### src/rtl/lsd_pkg.sv
package lsd_pkg;
  parameter int unsigned BITS_PER_DEV = 8;

  function automatic int unsigned chain_len(input int unsigned n_dev);
    return n_dev * BITS_PER_DEV;
  endfunction
endpackage

### src/rtl/lsd_edge_det.sv
module lsd_edge_det (
  input  logic clk,
  input  logic rst,
  input  logic lvl,
  output logic rise
);
  logic prev_q;

  always_ff @(posedge clk) begin
    if (rst) prev_q <= 1'b0;
    else     prev_q <= lvl;
  end

  assign rise = lvl & ~prev_q;
endmodule

### src/rtl/lsd_shift_chain.sv
module lsd_shift_chain #(
  parameter int unsigned N_DEV = 2
) (
  input  logic                                      clk,
  input  logic                                      rst,
  input  logic                                      ser_in,
  input  logic                                      step,
  input  logic                                      clr_n,
  output logic [lsd_pkg::chain_len(N_DEV)-1:0]      q,
  output logic                                      tail
);
  localparam int unsigned BPD = lsd_pkg::BITS_PER_DEV;
  localparam int unsigned W   = lsd_pkg::chain_len(N_DEV);

  for (genvar d = 0; d < N_DEV; d++) begin : g_dev
    logic [BPD-1:0] seg_r;
    logic           seg_in;

    if (d == 0) begin : g_head
      assign seg_in = ser_in;
    end else begin : g_link
      assign seg_in = q[d*BPD-1];
    end

    always_ff @(posedge clk) begin
      if (rst || !clr_n) seg_r <= '0;
      else if (step)     seg_r <= {seg_r[BPD-2:0], seg_in};
    end

    assign q[d*BPD +: BPD] = seg_r;
  end

  assign tail = q[W-1];
endmodule

### src/rtl/lsd_hold_gate.sv
module lsd_hold_gate #(
  parameter int unsigned W = 16
) (
  input  logic         clk,
  input  logic         rst,
  input  logic         load,
  input  logic [W-1:0] d,
  input  logic         oe_n,
  output logic [W-1:0] hold,
  output logic [W-1:0] drive
);
  always_ff @(posedge clk) begin
    if (rst)       hold <= '0;
    else if (load) hold <= d;
  end

  always_ff @(posedge clk) begin
    if (rst || oe_n) drive <= '0;
    else             drive <= hold;
  end
endmodule

### src/rtl/latched_sink_driver.sv
module latched_sink_driver #(
  parameter int unsigned N_DEV = 2
) (
  input  logic                                 clk,
  input  logic                                 rst,
  input  logic                                 ser_in,
  input  logic                                 shift_strobe,
  input  logic                                 latch_strobe,
  input  logic                                 chain_clr_n,
  input  logic                                 out_en_n,
  output logic [lsd_pkg::chain_len(N_DEV)-1:0] drive,
  output logic                                 cascade_out
);
  localparam int unsigned W = lsd_pkg::chain_len(N_DEV);

  logic         sh_rise;
  logic         st_rise;
  logic [W-1:0] chain_q;
  logic [W-1:0] hold_q;

  lsd_edge_det u_sh_edge (.clk(clk), .rst(rst), .lvl(shift_strobe), .rise(sh_rise));
  lsd_edge_det u_st_edge (.clk(clk), .rst(rst), .lvl(latch_strobe), .rise(st_rise));

  lsd_shift_chain #(.N_DEV(N_DEV)) u_chain (
    .clk(clk), .rst(rst), .ser_in(ser_in), .step(sh_rise),
    .clr_n(chain_clr_n), .q(chain_q), .tail(cascade_out)
  );

  lsd_hold_gate #(.W(W)) u_hold (
    .clk(clk), .rst(rst), .load(st_rise), .d(chain_q),
    .oe_n(out_en_n), .hold(hold_q), .drive(drive)
  );
endmodule

### config.mk
export PLATFORM = sky130hd
export DESIGN_NAME = latched_sink_driver
export DESIGN_NICKNAME = d
export VERILOG_FILES = /design/src/rtl/lsd_pkg.sv /design/src/rtl/lsd_edge_det.sv /design/src/rtl/lsd_shift_chain.sv /design/src/rtl/lsd_hold_gate.sv /design/src/rtl/latched_sink_driver.sv
export SDC_FILE = /design/constraint.sdc
export NUM_CORES = 1
export LEC_CHECK = 0
export BUFFER_PORTS_ARGS = -buffer_cell sky130_fd_sc_hd__buf_4
export CAP_MARGIN = 20
export CORE_ASPECT_RATIO = 1.5
export CORE_MARGIN = 4
export CORE_UTILIZATION = 59
export CTS_CLUSTER_SIZE = 12
export DETAILED_ROUTE_END_ITERATION = 10
export GPL_TIMING_DRIVEN = 1
export PLACE_DENSITY = 0.88
export SYNTH_ARGS = -nofsm -noshare
export SYNTH_HDL_FRONTEND = slang
export SYNTH_HIERARCHICAL = 1
export SYNTH_SLANG_ARGS = --single-unit
### constraint.sdc
create_clock -name clk -period 2.5 [get_ports clk]
set_input_delay 0.375 -clock clk [delete_from_list [all_inputs] [get_ports clk]]
set_output_delay 0.375 -clock clk [all_outputs]
set_load 0.03 [all_outputs]
==> run_results.csv <==
group,metric,value,unit
logic_synthesis,synth_area_leader_cell,"dfxtp_1",
place,gp_congestion,0.7233,
final_layout,instances_no_fill,203,
logic_synthesis,synth_xor_area_share,0,%
worst_hold_path,hold_class,"in -> reg",
global_route,antenna_found_initial,0,
critical_path,cpPeakStageDelay,0.51,ns
floorplan,start_util,63.39,%
final_layout,postLayoutCellArea,1921,µm²
clock_tree,clockBufferDepth,2,
timing,setup_viol,0,
place,portBuffers,23,
logic_synthesis,ys_ff_latch,50,
timing,maxSlewViolCount,0,
final_layout,final_nets,173,
logic_synthesis,synth_area_per_cell,11.87,µm²
global_route,grt_max_degree,21,
route,drtAntennaViolNets,0,
global_route,grt_pass1_wl,4388,µm
logic_synthesis,synthesis.area,1733,µm²
power,vdd_ir_drop_max,0.4202,mV
critical_path,cp-end-kind,"flip-flop",
timing,hold_viol_final,0,
clock_tree,clkTransAtPathRegs,0.08,ns
critical_path,path_cells,"nor2b_4, mux2i_1, nor2_1",
global_route,first_global_vias,1012,
power,swShare,21.20,%
floorplan,core_area,2734,µm²
route,wl_per_cell,13.07,µm
critical_path,crit_fanout,16,
clock_tree,ctsResizeCount,0,
route,drt_iter0_markers,25,
flow_run,max_cap_viol_count,0,
logic_synthesis,ys_warn_count,6,
clock_tree,clk_latency,0.29,ns
power,p_seq_share,62.3,%
final_layout,synthToLayoutAreaGrowth,10.83,%
route,first_pass_iters,4,
floorplan,fp.dieW,52.25,µm
logic_synthesis,synthCells,146,
timing,rsz0062_at_grt,"no",
logic_synthesis,synth_nets,153,
logic_synthesis,synthSimpleGateAreaFrac,17.40,%
clock_tree,cts_buffers,5,
timing,finalCritPeriodShare,53.20,%
logic_synthesis,synth_compound_area_share,0,%
floorplan,pin_count,24,
place,pre_cts_ws,1.004,ns
timing,setup_tns,0,ns
logic_synthesis,synth_mux_area_share,18.48,%
critical_path,worst_setup_path_start_kind,"flip-flop",
floorplan,die-area,3886,µm²
critical_path,cp.required,2.67,ns
logic_synthesis,synth.distinct_cells,12,
floorplan,die_height,74.38,µm
final_layout,diodes,0,
power,p_leak,0.8407,nW
logic_synthesis,seq_area_frac_synth,57.76,%
clock_tree,cts_tree,"built",
clock_tree,post_cts_buffers,0,
final_layout,final_util,70.25,%
logic_synthesis,synth_top_family_by_area,"multiplexers",
place,place_hpwl,1766,µm
global_route,grt_usage,15.25,%
clock_tree,holdBufCountCts,0,
power,pwr-share-clk,33.0,%
route,drc,0,
route,vias_per_cell,4.936,
power,powerDensity,669.1,nW/µm²
floorplan,rows,23,
timing,worst_clock_skew,0.007670,ns
final_layout,n_fill_cell,201,
critical_path,worstSetupPathType,"reg -> reg",
route,via_count,1002,
critical_path,cp_slowest_cell,"nor2b_4",
run_status,status,"complete, no violations",
critical_path,critical_path.top_delay_family,"simple AND/OR/NAND/NOR gates",
final_layout,drive_gt1_share,21.08,%
timing,period_needed,1.330,ns
clock_tree,htreeDepth,2,
place,placed_cells,196,
logic_synthesis,synthAdderAreaFrac,0,%
logic_synthesis,synth_top_area_share,57.76,%
logic_synthesis,synth.area.top_cells,"dfxtp_1 58%, mux2i_1 18%, nor2_1 6.9%",
clock_tree,clock-sinks,50,
timing,fmax,751.8,MHz
global_route,grt_overflow,0,
power,p_int,1.013,mW
power,combinationalPowerShare,4.7,%
power,switchingPower,272.4,µW
place,placed_cell_area,1842,µm²
timing,fin_ws,1.170,ns
timing,relSlewSlack,57.63,%
critical_path,crit_arrival,1.50,ns
route,wirelength,2654,µm
clock_tree,cts_root_buffer,"clkbuf_8",
critical_path,crit_buf_inv,0,
timing,tightest_slew,0.6355,ns
-- through the flow --
stage,hold WS [ns],power [mW]
finish,0.3129,1.285
global route,0.3097,1.331
CTS,0.3081,1.299
detailed placement,0.4458,0.8803
global placement,0.4409,0.8786
floorplan,0.4291,0.8796
-- sequential cells by signal (all words and copies together), names as in the netlist --
| name | flops |
|---|---|
| u_chain/g_dev.seg_r | 16 |
| u_hold/drive | 16 |
| u_hold/hold | 16 |
| u_sh_edge/prev_q | 1 |
| u_st_edge/prev_q | 1 |
-- logic make-up after synthesis --
| kind of cell | after synthesis |
|---|---|
| buffers and inverters | 10 |
| flip-flops | 50 |
| multiplexers | 32 |
| AND/OR/NAND/NOR | 54 |
-- synth_stat cells --
library cell,number
buf_2,1
buf_12,2
nor2_1,32
and2_1,16
nor2b_4,4
buf_6,4
dfxtp_1,50
mux2i_1,32
nand2b_1,1
clkbuf_2,1
nor2_8,1
buf_4,2
-- layer usage --
metal | global-route usage [%] | share of wire, % | vias up
met4 | 9.091 | 2.3 | 0
met5 | 0 | 0 | -
met3 | 3.006 | 4.9 | 7
met2 | 27.41 | 53 | 25
li1 | - | - | 502
met1 | 16.13 | 40 | 468
-- placed cells by master (no fill, tap or decap) --
cell type  Yosys  layout
buf_4          2      23
mux2i_1       32      32
nand2b_1       1       1
nor2_8         1       1
clkinv_2       0       2
and2_1        16      16
dfxtp_1       50      50
clkbuf_8       0       5
nor2b_4        4       4
nor2_1        32      32
-- worst paths after layout --
check	cells past startpoint	startpoint	to	slack (ns)
worst max register to register	3	u_st_edge/prev_q$_SDFF_PP0_	u_hold/hold[7]$_SDFFE_PP0P_	1.17
worst min-delay path	2	latch_strobe	u_st_edge/prev_q$_SDFF_PP0_	0.31
worst min register to register	1	u_hold/hold[1]$_SDFFE_PP0P_	u_hold/drive[1]$_SDFF_PP0_	0.46
worst max-delay path	3	u_st_edge/prev_q$_SDFF_PP0_	u_hold/hold[7]$_SDFFE_PP0P_	1.17
-- cell type report --
cell class | instances | area (µm²) | area share [%]
clock inverters | 2 | 10.01 | 0.5212
well taps | 37 | 46.29 | 2.410
multi-input cells | 86 | 621.8 | 32.38
repair buffers | 23 | 172.7 | 8.990
flip-flops and latches | 50 | 1001 | 52.12
clock buffers | 5 | 68.82 | 3.583
-- power by group through the flow --
| stage | Combinational, mW | Clock (mW) | Sequential (mW) |
|---|---|---|---|
| final | 0.0609 | 0.424 | 0.800 |
| after detailed placement | 0.0613 | 0 | 0.819 |
| after global placement | 0.0598 | 0 | 0.819 |
| after floorplan | 0.0608 | 0 | 0.819 |
| after CTS | 0.0611 | 0.438 | 0.800 |
| after global routing | 0.0643 | 0.466 | 0.801 |
(Power assumes the default switching activity.)
